[config.mk]
export PLATFORM = sky130hd
export DESIGN_NAME = gated_pulse_train
export DESIGN_NICKNAME = d
export VERILOG_FILES = /design/src/rtl/gpt_pkg.sv /design/src/rtl/gpt_tick_divider.sv /design/src/rtl/gpt_period_seq.sv /design/src/rtl/gpt_pulse_shaper.sv /design/src/rtl/gated_pulse_train.sv
export SDC_FILE = /design/constraint.sdc
export NUM_CORES = 1
export LEC_CHECK = 0
export BUFFER_PORTS_ARGS = -buffer_cell sky130_fd_sc_hd__buf_2
export CAP_MARGIN = 10
export CELL_PAD_IN_SITES_DETAIL_PLACEMENT = 0
export CELL_PAD_IN_SITES_GLOBAL_PLACEMENT = 1
export CORE_MARGIN = 10
export CORE_UTILIZATION = 29
export DETAILED_ROUTE_END_ITERATION = 16
export PLACE_DENSITY_LB_ADDON = 0.1
export SLEW_MARGIN = 20
export SYNTH_ARGS = -nofsm -noshare
export SYNTH_HDL_FRONTEND = slang
export SYNTH_SLANG_ARGS = --single-unit
export TNS_END_PERCENT = 20
[constraint.sdc]
create_clock -name clk -period 6.05 [get_ports clk]
set_input_delay 1.21 -clock clk [delete_from_list [all_inputs] [get_ports clk]]
set_output_delay 1.21 -clock clk [all_outputs]
set_load 0.02 [all_outputs]
[src/rtl/gpt_pkg.sv]
package gpt_pkg;

  typedef struct packed {
    logic fine;
    logic coarse;
  } tick_pair_t;

  // Number of coarse ticks in one repetition period for the chosen rate.
  function automatic int unsigned period_ticks(logic long_sel,
                                               int unsigned short_mod,
                                               int unsigned long_mod);
    return long_sel ? long_mod : short_mod;
  endfunction

  // True when the given phase is the final coarse tick of a period.
  function automatic logic period_last(int unsigned phase, logic long_sel,
                                       int unsigned short_mod,
                                       int unsigned long_mod);
    return phase == period_ticks(long_sel, short_mod, long_mod) - 1;
  endfunction

endpackage

[src/rtl/gpt_tick_divider.sv]
module gpt_tick_divider #(
  parameter int unsigned DIV = 4
) (
  input  logic clk,
  input  logic rst_n,
  output logic tick
);
  localparam int unsigned CW = (DIV > 2) ? $clog2(DIV) : 1;
  localparam logic [CW-1:0] LAST = CW'(DIV - 1);

  logic [CW-1:0] cnt_q;

  assign tick = (cnt_q == LAST);

  always_ff @(posedge clk or negedge rst_n) begin
    if (!rst_n)    cnt_q <= '0;
    else if (tick) cnt_q <= '0;
    else           cnt_q <= cnt_q + 1'b1;
  end

  // the counter never leaves its range, so the tick period is exact
  a_r9_div_range: assert property (@(posedge clk) disable iff (!rst_n)
    cnt_q <= LAST);
  // a tick is always followed by a restart of the count
  a_r9_tick_restart: assert property (@(posedge clk) disable iff (!rst_n)
    tick |=> (cnt_q == '0));
endmodule

[src/rtl/gpt_period_seq.sv]
module gpt_period_seq
  import gpt_pkg::*;
#(
  parameter int unsigned SHORT_MOD = 16,
  parameter int unsigned LONG_MOD  = 62
) (
  input  logic clk,
  input  logic rst_n,
  input  logic run,
  input  logic coarse_tick,
  input  logic rate_long,
  output logic fire
);
  localparam int unsigned MAXMOD = (LONG_MOD > SHORT_MOD) ? LONG_MOD : SHORT_MOD;
  localparam int unsigned PHW = $clog2(MAXMOD);

  logic [PHW-1:0] phase_q;
  logic           long_q;
  logic           wrap;

  assign fire = run && coarse_tick && (phase_q == '0);
  assign wrap = period_last(int'(phase_q), long_q, SHORT_MOD, LONG_MOD);

  always_ff @(posedge clk or negedge rst_n) begin
    if (!rst_n) begin
      phase_q <= '0;
      long_q  <= 1'b0;
    end else if (!run) begin
      phase_q <= '0;
    end else if (coarse_tick) begin
      if (fire) long_q <= rate_long;
      phase_q <= wrap ? '0 : phase_q + 1'b1;
    end
  end

  // the phase stays below the modulus held for this period
  a_r6_phase_bound: assert property (@(posedge clk) disable iff (!rst_n)
    int'(phase_q) < int'(period_ticks(long_q, SHORT_MOD, LONG_MOD)));
  // the held rate changes only on a firing tick
  a_r7_rate_held: assert property (@(posedge clk) disable iff (!rst_n)
    !fire |=> $stable(long_q));
  // after a cycle without run, the period restarts from zero
  a_r8_phase_clear: assert property (@(posedge clk) disable iff (!rst_n)
    !run |=> (phase_q == '0));
endmodule

[src/rtl/gpt_pulse_shaper.sv]
module gpt_pulse_shaper #(
  parameter int unsigned PULSE_TICKS = 25
) (
  input  logic clk,
  input  logic rst_n,
  input  logic run,
  input  logic fire,
  input  logic fine_tick,
  output logic pulse
);
  localparam int unsigned WW = $clog2(PULSE_TICKS + 1);
  localparam logic [WW-1:0] WLAST = WW'(PULSE_TICKS - 1);

  logic [WW-1:0] wcnt_q;
  logic          pulse_q;

  assign pulse = pulse_q;

  always_ff @(posedge clk or negedge rst_n) begin
    if (!rst_n) begin
      pulse_q <= 1'b0;
      wcnt_q  <= '0;
    end else if (!run) begin
      pulse_q <= 1'b0;
      wcnt_q  <= '0;
    end else if (fire) begin
      pulse_q <= 1'b1;
      wcnt_q  <= '0;
    end else if (pulse_q && fine_tick) begin
      if (wcnt_q == WLAST) begin
        pulse_q <= 1'b0;
        wcnt_q  <= '0;
      end else begin
        wcnt_q <= wcnt_q + 1'b1;
      end
    end
  end

  // a pulse can only begin after a firing event
  a_r3_rise_on_fire: assert property (@(posedge clk) disable iff (!rst_n)
    $rose(pulse_q) |-> $past(fire));
  // the width count stays within the configured tick count
  a_r4_width_bound: assert property (@(posedge clk) disable iff (!rst_n)
    wcnt_q <= WLAST);
  // an idle shaper holds a cleared width count
  a_r4_idle_clear: assert property (@(posedge clk) disable iff (!rst_n)
    !pulse_q |-> (wcnt_q == '0));
endmodule

[src/rtl/gated_pulse_train.sv]
module gated_pulse_train
  import gpt_pkg::*;
#(
  parameter int unsigned FINE_DIV    = 250000,
  parameter int unsigned COARSE_DIV  = 16375000,
  parameter int unsigned PULSE_TICKS = 25,
  parameter int unsigned SHORT_MOD   = 16,
  parameter int unsigned LONG_MOD    = 62
) (
  input  logic clk,
  input  logic rst_n,
  input  logic start_in,
  input  logic rate_long,
  output logic pulse_out,
  output logic active_led
);
  tick_pair_t ticks;
  logic       fire;
  logic       active_q;

  for (genvar i = 0; i < 2; i++) begin : g_div
    logic t;
    gpt_tick_divider #(.DIV(i == 0 ? FINE_DIV : COARSE_DIV)) u_div (
      .clk  (clk),
      .rst_n(rst_n),
      .tick (t)
    );
    if (i == 0) begin : g_fine
      assign ticks.fine = t;
    end else begin : g_coarse
      assign ticks.coarse = t;
    end
  end

  gpt_period_seq #(.SHORT_MOD(SHORT_MOD), .LONG_MOD(LONG_MOD)) u_seq (
    .clk        (clk),
    .rst_n      (rst_n),
    .run        (start_in),
    .coarse_tick(ticks.coarse),
    .rate_long  (rate_long),
    .fire       (fire)
  );

  gpt_pulse_shaper #(.PULSE_TICKS(PULSE_TICKS)) u_shape (
    .clk      (clk),
    .rst_n    (rst_n),
    .run      (start_in),
    .fire     (fire),
    .fine_tick(ticks.fine),
    .pulse    (pulse_out)
  );

  always_ff @(posedge clk or negedge rst_n) begin
    if (!rst_n) active_q <= 1'b0;
    else        active_q <= start_in;
  end

  assign active_led = active_q;

  // a low start clears both outputs on the next cycle
  a_r8_stop_clears: assert property (@(posedge clk) disable iff (!rst_n)
    !start_in |=> (!pulse_out && !active_led));
  // the indicator follows start by one cycle
  a_r2_led_follow: assert property (@(posedge clk) disable iff (!rst_n)
    start_in |=> active_led);
  // pulses only appear while the indicator is on
  a_r3_pulse_needs_led: assert property (@(posedge clk) disable iff (!rst_n)
    pulse_out |-> active_led);
endmodule

After elaboration in Yosys (flattened, before gate mapping)
Index checks and enable logic that the tools add are counted.
{"block": "op_classes", "add_sub_neg": 5, "n_mul": 0, "n_div": 0, "n_lt_le_gt_ge": 0, "n_eq_ne": 7, "shift": 0, "n_mux": 14, "bitwise": 0, "n_reduce_logical": 6}
{"cell": "6-bit by 32-bit == test with 1-bit output", "n": 1}
{"cell": "32-bit by 1-bit subtractor with 32-bit output, second input constant", "n": 1}
{"cell": "24-bit by 1-bit adder with 24-bit output, second input constant", "n": 1}
{"cell": "24-bit == test, second input constant", "n": 1}
{"cell": "24-bit two-way mux", "n": 1}
{"cell": "6-bit two-way mux", "n": 4}
{"cell": "5-bit two-way mux", "n": 4}
{"cell": "18-bit by 1-bit adder with 18-bit output, second input constant", "n": 1}
{"cell": "18-bit == test, second input constant", "n": 1}
{"cell": "18-bit two-way mux", "n": 1}
{"cell": "6-bit by 1-bit adder with 6-bit output, second input constant", "n": 1}
{"cell": "6-bit zero test", "n": 1}
{"cell": "3-bit by 1-bit inequality test with 1-bit output, second input constant", "n": 2}
{"cell": "5-bit by 1-bit adder with 5-bit output, second input constant", "n": 1}
{"cell": "5-bit == test, second input constant", "n": 1}
{"cell": "1-bit two-way mux", "n": 4}
{"cell": "1-bit logical AND", "n": 3}
{"cell": "3-bit AND reduction", "n": 1}
{"cell": "2-bit by 1-bit inequality test with 1-bit output, second input constant", "n": 1}
{"cell": "2-bit AND reduction", "n": 1}
{"block": "word_totals", "reg_bits": 56, "latchBits": 0, "ram_bits": 0, "rom_bits": 0, "input_bits": 4, "output_inout_bits": 2, "word_cells": 39, "mem_count": 0}

Depth between registers and ports, before layout
Gate-level depths: netlist of run 1.
{"block": "logic_depth", "depth_word": 6, "mapped_depth": 7, "depth_no_buf": 6}

By module
A second synthesis of run 1 with hierarchy kept.
{"block": "hier_totals", "cells_unflattened": 294, "area_unflattened_um2": 2937.8}
{"mod": "gpt_tick_divider (g_div[1].u_div)", "n_inst": 1, "cells_per_inst": 129, "area_per_inst_um2": 1277.5, "seq_area_each_um2": 600.6}
{"mod": "gpt_tick_divider (g_div[0].u_div)", "n_inst": 1, "cells_per_inst": 82, "area_per_inst_um2": 848.3, "seq_area_each_um2": 450.4}
{"mod": "gpt_period_seq", "n_inst": 1, "cells_per_inst": 42, "area_per_inst_um2": 404.1, "seq_area_each_um2": 175.2}
{"mod": "gpt_pulse_shaper", "n_inst": 1, "cells_per_inst": 40, "area_per_inst_um2": 382.9, "seq_area_each_um2": 150.1}
{"mod": "gated_pulse_train", "n_inst": 1, "cells_per_inst": 1, "area_per_inst_um2": 25.0, "seq_area_each_um2": 25.0}

Worst setup path before layout of run 1
Ideal clock, no wire load.
{"block": "synth_path", "kind": "input -> register", "startpoint": "in start_in", "endpoint": "reg u_seq.phase_q[4]", "setup_ns": 0.093, "t_arrival_ns": 1.930, "t_required_ns": 5.957, "path_slack_ns": 4.028, "cell_stages": 2, "path_buffers": 0, "path_cell_list": "or4b_2 > o221ai_1"}
{"block": "synth_between", "elab_chain_len": 1, "elab_cells_between_ends": 2, "cone_classes": "1 x eq/ne; 1 x mux"}
{"item": "start, declared", "line_no": "gated_pulse_train.sv:12", "rtl": "input logic start_in,"}
{"item": "2-bit by 1-bit inequality test with 1-bit output (no source line) or 6-bit two-way mux (tied branches)"}
{"item": "end signal, assigned", "line_no": "gpt_period_seq.sv:32", "rtl": "phase_q <= wrap ? '0 : phase_q + 1'b1;"}
{"item": "end, declared", "line_no": "gpt_period_seq.sv:17", "rtl": "logic [PHW-1:0] phase_q;"}
Several ways; a longest one is shown, not always the timed one.
A chain may end at the register's enable or synchronous reset.

Worst setup path in the final report of run 1
{"block": "layout_path", "startpoint": "reg g_div[1].u_div.cnt_q[0]", "endpoint": "reg u_shape.wcnt_q[3]"}
{"block": "layout_between", "elab_chain_len": 5, "elab_cells_between_ends": 6, "cone_classes": "2 x eq/ne; 2 x mux; 2 x reduce/logical"}
{"item": "start, declared", "line_no": "gpt_tick_divider.sv:11", "rtl": "logic [CW-1:0] cnt_q;"}
{"item": "start signal, assigned", "line_no": "gpt_tick_divider.sv:18", "rtl": "else cnt_q <= cnt_q + 1'b1;"}
{"item": "24-bit == test *", "line_no": "gpt_tick_divider.sv:13", "rtl": "assign tick = (cnt_q == LAST);"}
{"item": "1-bit logical AND * (2 in a row)", "line_no": "gpt_period_seq.sv:21", "rtl": "assign fire = run && coarse_tick && (phase_q == '0);"}
{"item": "5-bit two-way mux", "line_no": "gpt_pulse_shaper.sv:26", "rtl": "end else if (fire) begin"}
{"item": "5-bit two-way mux", "line_no": "gpt_pulse_shaper.sv:23", "rtl": "end else if (!run) begin"}
{"item": "end signal, assigned", "line_no": "gpt_pulse_shaper.sv:34", "rtl": "wcnt_q <= wcnt_q + 1'b1;"}
{"item": "end, declared", "line_no": "gpt_pulse_shaper.sv:14", "rtl": "logic [WW-1:0] wcnt_q;"}
Every way passes the cells marked *; elsewhere a longest branch is shown, timed or not.

==> results_dict.tcl, run 1 <==
set metrics [dict create \
    path_cells "ha_1 -> nand4_1 -> nor4_4 -> nand3_4 -> o31ai_1 -> a21oi_1" \
    crit_slowest_cell "o31ai_1" \
    worstSetupStartpointType "flop" \
    min-delay-start "g_div[1].u_div.cnt_q[21]" \
    grt_pass1_wl_um 10100 \
    die_area_um2 14000 \
    clock_skew_ns 0.00931 \
    grt_pass1_vias 2050 \
    cts_setup_buffers 0 \
    crit_path_end_kind "flop" \
    nets 298 \
    rows 35 \
    core_region_area_um2 9330 \
    synth-seq-area-share_pct 50.0 \
    relSlewSlack_pct 37.5 \
    clk_pin_slew_ns 0.10 \
    drc_errors 0 \
    combPwrFrac_pct 2.4 \
    syn_avg_cell_area_um2 10.0 \
    ys_seq_elements 56 \
    drt-total-wl_um 5610 \
    tritoncts "done" \
    initial_core_util_pct 30.0 \
    clock_path_buffers 2 \
    syn-cell-area_um2 2800 \
    root_buffer "clkbuf_8" \
    p_switching_uw 133 \
    slew_viol_final 0 \
    fillerInstances 976 \
    die_h_um 118 \
    critPathLaunch "g_div[1].u_div.cnt_q[0]" \
    drtAntennaViolNets 0 \
    yosys_warnings 0 \
    syn2layout_area_growth_pct 9.61 \
    power_frac_seq_pct 61.4 \
    fin_setup_tns_ns 0 \
    track_usage_pct 8.42 \
    power_leakage_nw 1.27 \
    synth_common_cells "dfrtp_1, nand3_1, nor2_1" \
    power-per-cell-area_nw_per_um2 200 \
    place_area_um2 2970 \
    yosysTopAreaCell "dfrtp_1" \
    die_width_um 118 \
    cts_resized 0 \
    syn_inst 280 \
    status "finished, final reports clean" \
    critPathArrivalTime_ns 2.39 \
    buffer_ports.inserted 5 \
    crit_fanout 6 \
    peakVddDrop_v 0.0000876 \
    cts-buffers-inserted 5 \
    ctsHoldBuffers 0 \
    wl_per_cell_um 13.5 \
    final_cell_area_um2 3070 \
    maxCapViolCount 0 \
    insertion_delay_ns 0.30 \
    synth_cell_types 43 \
    gr-total-overflow 0 \
    critPathTopFamily "compound AO/OA/AOI/OAI gates" \
    yosys-top-cells-area "dfrtp_1, xor2_1, nand3_1" \
    synth-edff-count 0 \
    worstHoldPathType "reg -> reg" \
    grt_max_degree 57 \
    hpwl_um 3850 \
    drive_gt1_share_pct 8.33 \
    yosys_most_used_dff "dfrtp_1" \
    holdWs_ns 0.489 \
    switching_share_pct 21.7 \
    yosysMostFrequentCell "dfrtp_1" \
    dp.cells 410 \
    first_pass_iters 4 \
    r2r_start "g_div[1].u_div.cnt_q[0]" \
    finalNonFillerCells 417 \
    gp_congestion 0.702 \
    period_needed_ns 2.23 \
    crit_buf_inv 0 \
    worstMarginPinSlew_ns 0.928 \
    critical-path-max-stage-delay_ns 0.67 \
    hold_viol_final 0 \
    grt_antenna_before_repair 0 \
    io_pins 6 \
    synth.top_cell.area_share_pct 50.0 \
    rsz0062_at_grt "false" \
    clkSinkCount 56 \
    routed_via_density 4.77 \
    synth_fp_nets 290 \
    vias 1988 \
    worstPathRequired_ns 6.21 \
    drt-initial-drc-count 120 \
    max_freq_mhz 448 \
    pwr-share-clk_pct 36.2 \
    r2r_setup_slack_ns 3.82 \
    p_int_uw 482 \
    setup_viol 0 \
    diodes 0 \
    timing.final.crit_share_pct 36.9 \
    ys_async_sr_fraction_pct 100 \
    path_class "reg -> reg" \
    htree_num_levels 2 \
    totalPowerFinal_uw 615 \
]
[state kept, by name, indices dropped and copies added, names as in the netlist]
signal             flops
active_led             1
u_seq.phase_q          6
g_div.u_div.cnt_q     42
u_shape.wcnt_q         5
u_shape.pulse          1
u_seq.long_q           1
[worst register-to-register path: cells and delay by family, from the launching register on]
kind	cells	cell delay (ns)
AOI/OAI and AO/OA	2	0.78
adders and majority gates	1	0.22
DFF	1	0.41
and+or+nand+nor	3	0.69
[path summary, 6_finish.rpt]
check / endpoint / depth (start not counted)
setup / recovery: u_shape.wcnt_q[3] / 6
hold / removal: g_div[1].u_div.cnt_q[21] / 1
setup reg to reg: u_shape.wcnt_q[3] / 6
hold reg to reg: g_div[1].u_div.cnt_q[21] / 1
max in group asynchronous: g_div[1].u_div.cnt_q[22] / 2
min in group asynchronous: g_div[0].u_div.cnt_q[13] / 2
[final cells by class]
type,count,area [um^2],area share (%)
inverters,7,26.3,0.856
clock buffers,7,96.3,3.14
repair buffers,6,32.5,1.06
multi-input cells,212,1350,44.0
flip-flops and latches,56,1400,45.7
well taps,129,161,5.26
[power by group through the flow]
| stage | sequential (mW) | combinational (mW) | clock [mW] |
|---|---|---|---|
| global route | 0.379 | 0.0176 | 0.249 |
| CTS | 0.378 | 0.0162 | 0.234 |
| floorplan | 0.385 | 0.00454 | 0 |
| global placement | 0.385 | 0.0161 | 0 |
| detailed placement | 0.385 | 0.0162 | 0 |
| finish | 0.378 | 0.0149 | 0.223 |
[stage by stage]
stage          util [%]  worst slack, ns
6_report           32.9             3.82
5_1_grt            32.9             3.59
4_1_cts            32.9             3.78
3_5_place_dp       31.9             3.73
3_3_place_gp       31.9             3.75
2_1_floorplan         -             4.03
[cell usage in the layout, fill, tap and decap left out, types with 2 or more instances in the layout]
master / synthesis / final
dfrtp_1: 56 / 56
nand3_1: 31 / 31
nor2_1: 31 / 31
nand2_1: 19 / 19
xor2_1: 18 / 18
xnor2_1: 15 / 15
nand4_1: 12 / 12
o21ai_0: 12 / 12
inv_1: 7 / 7
clkbuf_8: 0 / 7
and3_1: 6 / 6
a21oi_1: 6 / 6
ha_1: 6 / 6
nor4_1: 5 / 5
nor3_1: 5 / 5
buf_2: 2 / 5
and2_1: 4 / 4
or3_1: 4 / 4
nor2b_1: 3 / 3
a21boi_0: 3 / 3
and4_1: 2 / 2
nand2b_1: 2 / 2
and3_2: 2 / 2
nand3b_1: 2 / 2
o31ai_1: 2 / 2
a31oi_1: 2 / 2
or4b_2: 2 / 2
nand4b_1: 2 / 2
or4b_1: 2 / 2
[layer usage]
layer / wire length (um) / vias to the layer above / track usage, %
met2: 2700 / 16 / 14.5
li1: - / 1011 / -
met4: 46 / 0 / 2.32
met1: 2750 / 956 / 10.4
met5: 0 / - / 0
met3: 106 / 5 / 1.71
[cells by family after synthesis]
family                     synth area share, %
xor gates and xnor gates                  10.3
AOI/OAI and AO/OA                         6.12
buffers and inverters                     1.70
and+or+nand+nor                           28.7
muxes                                    0.402
adders and majority gates                 2.68
DFF                                       50.0
No activity file was read; power rests on OpenSTA's default activity.
==> inputs of run 2 (changes only) <==
==> constraint.sdc (replaced) <==
create_clock -name clk -period 1.81 [get_ports clk]
set_input_delay 0.362 -clock clk [delete_from_list [all_inputs] [get_ports clk]]
set_output_delay 0.362 -clock clk [all_outputs]
set_load 0.02 [all_outputs]
==> run 2 against run 1 <==
Against the previous run:
- cell count increased by 13%
- clock power grew to 3.7 times the previous value
- global-route usage rose by 0.55 points
- die area unchanged
- critical endpoint is now u_seq.phase_q[5]
- register-to-register slack got worse by 3.9 ns
- largest power group unchanged
- the flow now finishes with violations (setup timing)
- power rose to 3.5 times the previous value
- design area grew 18%
- hold slack worse by 0.45 ns
- count of clock-buffer cells in the layout fell by 1
- combinational power grew to 5.4 times the previous value
- non-clock buffer count rose by 55
- via count increased by 12%
==> results_dict.tcl, run 2 (synthesized netlist as in run 1, its figures left out) <==
set metrics [dict create \
    clock_path_buffers 2 \
    status "complete, but fails checks" \
    grt_max_degree 57 \
    grt_antenna_before_repair 0 \
    rows 35 \
    die_width_um 118 \
    drt-total-wl_um 6210 \
    drtAntennaViolNets 0 \
    final_common_cell "dfrtp_1" \
    peakVddDrop_v 0.000275 \
    gp_congestion 0.712 \
    totalPowerFinal_mw 2.17 \
    buffer_ports.inserted 5 \
    worstPathRequired_ns 2.05 \
    worstMarginPinSlew_ns 0.309 \
    drive_gt1_share_pct 27.9 \
    setup_viol 7 \
    initial_core_util_pct 30.0 \
    root_buffer "clkbuf_8" \
    hpwl_um 4350 \
    largest_reg_flops 42 \
    wl_per_cell_um 13.1 \
    fin_setup_tns_ns -0.209 \
    htree_num_levels 2 \
    drc_errors 0 \
    final_cell_mix "dfrtp_1, buf_4, nor2_1" \
    insertion_delay_ns 0.31 \
    rsz0062_at_grt "true" \
    first_pass_iters 4 \
    maxCapViolCount 0 \
    power-per-cell-area_nw_per_um2 596 \
    setup_slack_ns -0.0529 \
    drt-initial-drc-count 170 \
    clock_skew_ns 0.00752 \
    worstHoldPathType "in -> async" \
    die_h_um 118 \
    core_region_area_um2 9330 \
    max_freq_mhz 537 \
    clkSinkCount 56 \
    timing.final.crit_share_pct 103 \
    hold_viol_final 0 \
    crit_fanout 6 \
    critPathTopFamily "simple AND/OR/NAND/NOR gates" \
    top_register "g_div.u_div.cnt_q" \
    tritoncts "done" \
    path_class "reg -> reg" \
    track_usage_pct 8.98 \
    crit_slowest_cell "or4_4" \
    die_area_um2 14000 \
    reg_top3 "g_div.u_div.cnt_q: 42 flops, u_seq.phase_q: 6 flops, u_shape.wcnt_q: 5 flops" \
    relSlewSlack_pct 79.4 \
    worstSetupStartpointType "flop" \
    vias 2221 \
    period_needed_ns 1.86 \
    io_pins 6 \
    failed_checks "setup timing" \
    critPathArrivalTime_ns 2.10 \
    crit_path_end_kind "flop" \
    nets 353 \
    grt_pass1_vias 2195 \
    diodes 0 \
    grt_pass1_wl_um 10700 \
    syn2layout_area_growth_pct 29.8 \
    cts-buffers-inserted 5 \
    crit_buf_inv 0 \
    critical-path-max-stage-delay_ns 0.55 \
    slew_viol_final 0 \
    routed_via_density 4.70 \
    power_leakage_nw 1.59 \
    clk_pin_slew_ns 0.10 \
    gr-total-overflow 0 \
    path_cells "or4_4 -> nor2_4 -> nand3_4 -> or4b_1 -> a21boi_1" \
]
-- run 2: path summary, 6_finish.rpt --
check,startpoint,end,slack [ns],cells after the start
setup / recovery,g_div[1].u_div.cnt_q[13],u_seq.phase_q[5],-0.05,5
hold / removal,rst_n,g_div[0].u_div.cnt_q[11],0.04,2
setup reg to reg,g_div[1].u_div.cnt_q[13],u_seq.phase_q[5],-0.05,5
hold reg to reg,g_div[1].u_div.cnt_q[21],g_div[1].u_div.cnt_q[21],0.49,1
max in group asynchronous,rst_n,u_seq.phase_q[5],1.51,2
min in group clk,rate_long,u_seq.long_q,0.29,2
-- run 2: layer usage --
| layer | track usage [%] | part of all wire, % | up-vias |
|---|---|---|---|
| met2 | 14.5 | 48 | 11 |
| met5 | 0 | 0 | - |
| met4 | 2.32 | 0.71 | 0 |
| li1 | - | - | 1122 |
| met3 | 1.71 | 1.5 | 5 |
| met1 | 11.9 | 49 | 1083 |
-- run 2: power breakdown --
part	switching (mW)	leakage (nW)	internal, mW	total [mW]
clock	0.414	0.0552	0.412	0.826
combinational	0.0480	0.789	0.0332	0.0812
sequential	0.00521	0.750	1.26	1.26
-- run 2: metrics by stage --
step	std cells	setup WS [ns]	cell area, um^2	hold slack, ns	utilization (%)
floorplan	280	-0.0682	2810	0.0664	-
global placement	457	-0.0861	3350	0.398	35.9
detailed placement	457	-0.135	3350	0.397	35.9
CTS	468	-0.0648	3500	0.0506	37.5
global route	473	-0.126	3640	0.0482	39.0
finish	473	-0.0529	3640	0.0405	39.0
-- run 2: worst register-to-register path, cell delays in order, from the launching register on --
cell,delay [ns]
dfrtp_1,0.39
or4_4,0.55
nor2_4,0.12
nand3_4,0.12
or4b_1,0.49
a21boi_1,0.13
-- run 2: final cells by class --
cell class	count	area, um^2
clock buffer	6	72.6
clock inverter	2	35.0
fill	936	5690
inverter	7	26.3
multi-input combinational	212	1460
sequential	56	1400
tap	129	161
timing repair buffer	61	477
-- run 2: timing repair --
action | 4_1_cts | 5_1_grt
resized for setup | 4 | 23
hold buffers | 0 | 0
endpoints found under the setup margin | 19 | 26
setup buffers | 3 | 5
gates cloned | 0 | 0
pin swaps | 3 | 9
==> inputs of run 3 (changes only) <==
--- a/config.mk
+++ b/config.mk
@@ -16,5 +16,6 @@
 export SLEW_MARGIN = 20
 export SYNTH_ARGS = -nofsm -noshare
 export SYNTH_HDL_FRONTEND = slang
+export SYNTH_HIERARCHICAL = 1
 export SYNTH_SLANG_ARGS = --single-unit
 export TNS_END_PERCENT = 20
==> run 3 against run 2 <==
Against the previous run:
- the flow still finishes with violations (setup timing)
- highest routed layer unchanged
- utilization shrank 0.97 points
- combinational power down 39%
- largest power group unchanged
- clock power fell by 19%
- first-iteration DRC count is 24% lower
- setup slack lost 0.053 ns
- flip-flop and latch count did not move
- global-route usage up 0.67 points
- count of clock-buffer cells in the layout is the same
==> results_dict.tcl, run 3 <==
set metrics [dict create \
    maxCapViolCount 0 \
    synth_cell_types 46 \
    synth_top_family_by_area "simple AND/OR/NAND/NOR gates" \
    worstSetupStartpointType "flop" \
    io_pins 6 \
    status "complete, but fails checks" \
    synth-simple-area-share_pct 30.8 \
    synth_compound_area_share_pct 5.54 \
    ys_seq_elements 56 \
    rsz0062_at_grt "true" \
    wl_per_cell_um 13.5 \
    relSlewSlack_pct 74.8 \
    clkSinkCount 56 \
    r2r_start "g_div[1].u_div/cnt_q[17]" \
    rr_endpoint "u_seq/long_q" \
    ctsHoldBuffers 0 \
    diodes 0 \
    die_h_um 121 \
    synth-edff-count 0 \
    yosys_warnings 6 \
    gp_congestion 0.753 \
    synthAdderAreaFrac_pct 2.56 \
    crit_fanout 4 \
    drt-total-wl_um 6590 \
    dp.cells 481 \
    insertion_delay_ns 0.31 \
    rows 36 \
    vias 2324 \
    totalPowerFinal_mw 1.97 \
    hpwl_um 4760 \
    setup_viol 9 \
    initial_core_util_pct 29.9 \
    endpoint "u_seq/long_q" \
    reg2regPathDepth 7 \
    drtAntennaViolNets 0 \
    post-route-util_pct 38.0 \
    clk_pin_slew_ns 0.10 \
    fillerInstances 992 \
    fin_setup_tns_ns -0.476 \
    track_usage_pct 9.65 \
    worstHoldPathType "in -> async" \
    synth-seq-area-share_pct 47.7 \
    hold_viol_final 0 \
    die_width_um 121 \
    critPathArrivalTime_ns 2.12 \
    gr-total-overflow 0 \
    drc_errors 0 \
    worstPathRequired_ns 2.02 \
    syn_inst 294 \
    first_pass_iters 4 \
    yosysMostFrequentCell "dfrtp_1" \
    yosys_most_used_dff "dfrtp_1" \
    htree_num_levels 2 \
    synthMuxAreaShare_pct 0.724 \
    period_needed_ns 1.92 \
    routed_via_density 4.74 \
    worstMarginPinSlew_ns 0.374 \
    yosys-top-cells-area "dfrtp_1, xor2_1, xnor2_1" \
    setup_slack_ns -0.106 \
    synth.top_cell.area_share_pct 47.7 \
    drive_gt1_share_pct 27.2 \
    power_leakage_nw 1.63 \
    peakVddDrop_v 0.000278 \
    grt_antenna_before_repair 0 \
    final_common_cell "dfrtp_1" \
    largest_reg_flops 42 \
    nets 367 \
    crit_path_end_kind "flop" \
    slew_viol_final 0 \
    top_register "g_div.u_div/cnt_q" \
    reg_top3 "g_div.u_div/cnt_q: 42 flops, u_seq/phase_q: 6 flops, u_shape/wcnt_q: 5 flops" \
    buffer_ports.inserted 5 \
    drt-initial-drc-count 129 \
    clock_skew_ns 0.00530 \
    final_cell_mix "dfrtp_1, buf_4, nor2_1" \
    path_class "reg -> reg" \
    finalNonFillerCells 490 \
    cts-buffers-inserted 5 \
    core_region_area_um2 9820 \
    root_buffer "clkbuf_8" \
    r2r_setup_slack_ns -0.11 \
    syn_avg_cell_area_um2 9.99 \
    timing.final.crit_share_pct 106 \
    power-per-cell-area_nw_per_um2 528 \
    die_area_um2 14600 \
    ys_async_sr_fraction_pct 100 \
    grt_max_degree 57 \
    syn2layout_area_growth_pct 27.0 \
    holdWs_ns 0.0405 \
    tritoncts "done" \
    clock_path_buffers 2 \
    grt_pass1_wl_um 11400 \
    failed_checks "setup timing" \
    syn-cell-area_um2 2940 \
    max_freq_mhz 522 \
    grt_pass1_vias 2238 \
    synth_common_cells "dfrtp_1, nor2_1, nand3_1" \
    critPathLaunch "g_div[1].u_div/cnt_q[17]" \
    synth_xor_area_share_pct 10.4 \
    synth_fp_nets 304 \
    yosysTopAreaCell "dfrtp_1" \
]
-- run 3: cell types whose count changed after synthesis, moves of 3 or more --
| cell | previous run | this run |
|---|---|---|
| nand3_1 | 31 | 28 |
| nand2_1 | 19 | 24 |
| nor4_1 | 5 | 11 |
| o21ai_0 | 12 | 7 |
| nand4_1 | 12 | 15 |
| inv_1 | 7 | 10 |
| and3_1 | 6 | 3 |
-- run 3: worst min-delay path by stage --
| stage | start | end | slack, ns | depth (start not counted) |
|---|---|---|---|---|
| final | rst_n | g_div[1].u_div/cnt_q[21] | 0.04 | 2 |
| after global routing | rst_n | g_div[1].u_div/cnt_q[5] | 0.04 | 2 |
| after CTS | rst_n | g_div[0].u_div/cnt_q[6] | 0.04 | 2 |
| after detailed placement | rst_n | g_div[1].u_div/cnt_q[21] | 0.40 | 2 |
| after global placement | rst_n | g_div[1].u_div/cnt_q[23] | 0.40 | 2 |
| after floorplan | rst_n | active_led | 0.07 | 0 |
-- run 3: worst max-delay path, stage by stage, from the launching register on --
cell and delay, ns:
dfrtp_1 0.40, nor4b_2 0.27, nand4_1 0.17, nor4_4 0.25, nand2_4 0.10, nor4_4 0.15, buf_6 0.17, mux2_4 0.30
-- run 3: report_power, final --
part           switching, mW  leakage [nW]  total (mW)  internal, mW
combinational         0.0370         0.842      0.0497        0.0126
clock                  0.403        0.0410       0.668         0.265
sequential          0.000264         0.751        1.25          1.25
-- run 3: logic make-up (layout without fill, tap and decap cells) --
group,count (synthesis),in the layout
DFF,56,56
adders and majority gates,6,6
buffers and inverters,15,77
muxes,2,2
xor gates and xnor gates,35,35
AOI/OAI and AO/OA,26,26
and+or+nand+nor,154,155
-- run 3: metrics by stage --
step / worst slack (ns) / cell area, um^2
final: -0.106 / 3730
after global routing: -0.232 / 3730
after CTS: -0.131 / 3690
after detailed placement: -0.217 / 3580
after global placement: -0.267 / 3580
after floorplan: -0.376 / 3020
-- run 3: layout make-up --
| class | instances | area, um^2 | area share [%] |
|---|---|---|---|
| Clock inverter | 1 | 5.00 | 0.134 |
| Clock buffer | 6 | 72.6 | 1.94 |
| Multi-Input combinational cell | 224 | 1590 | 42.7 |
| Inverter | 10 | 37.5 | 1.01 |
| Timing Repair Buffer | 60 | 454 | 12.2 |
| Tap cell | 133 | 166 | 4.46 |
| Sequential cell | 56 | 1400 | 37.6 |
-- run 3: timing repair --
action                     4_1_cts  5_1_grt
resized for setup                4       13
cloned                           1        0
buffers inserted                 1        0
pin swaps                        2        3
setup endpoints to repair       13       19
-- run 3: layer usage --
layer	GRT usage, %	wire length (um)
met1	13.7	3440
met2	13.9	2890
met3	2.00	148
met4	3.70	109
met5	0	0
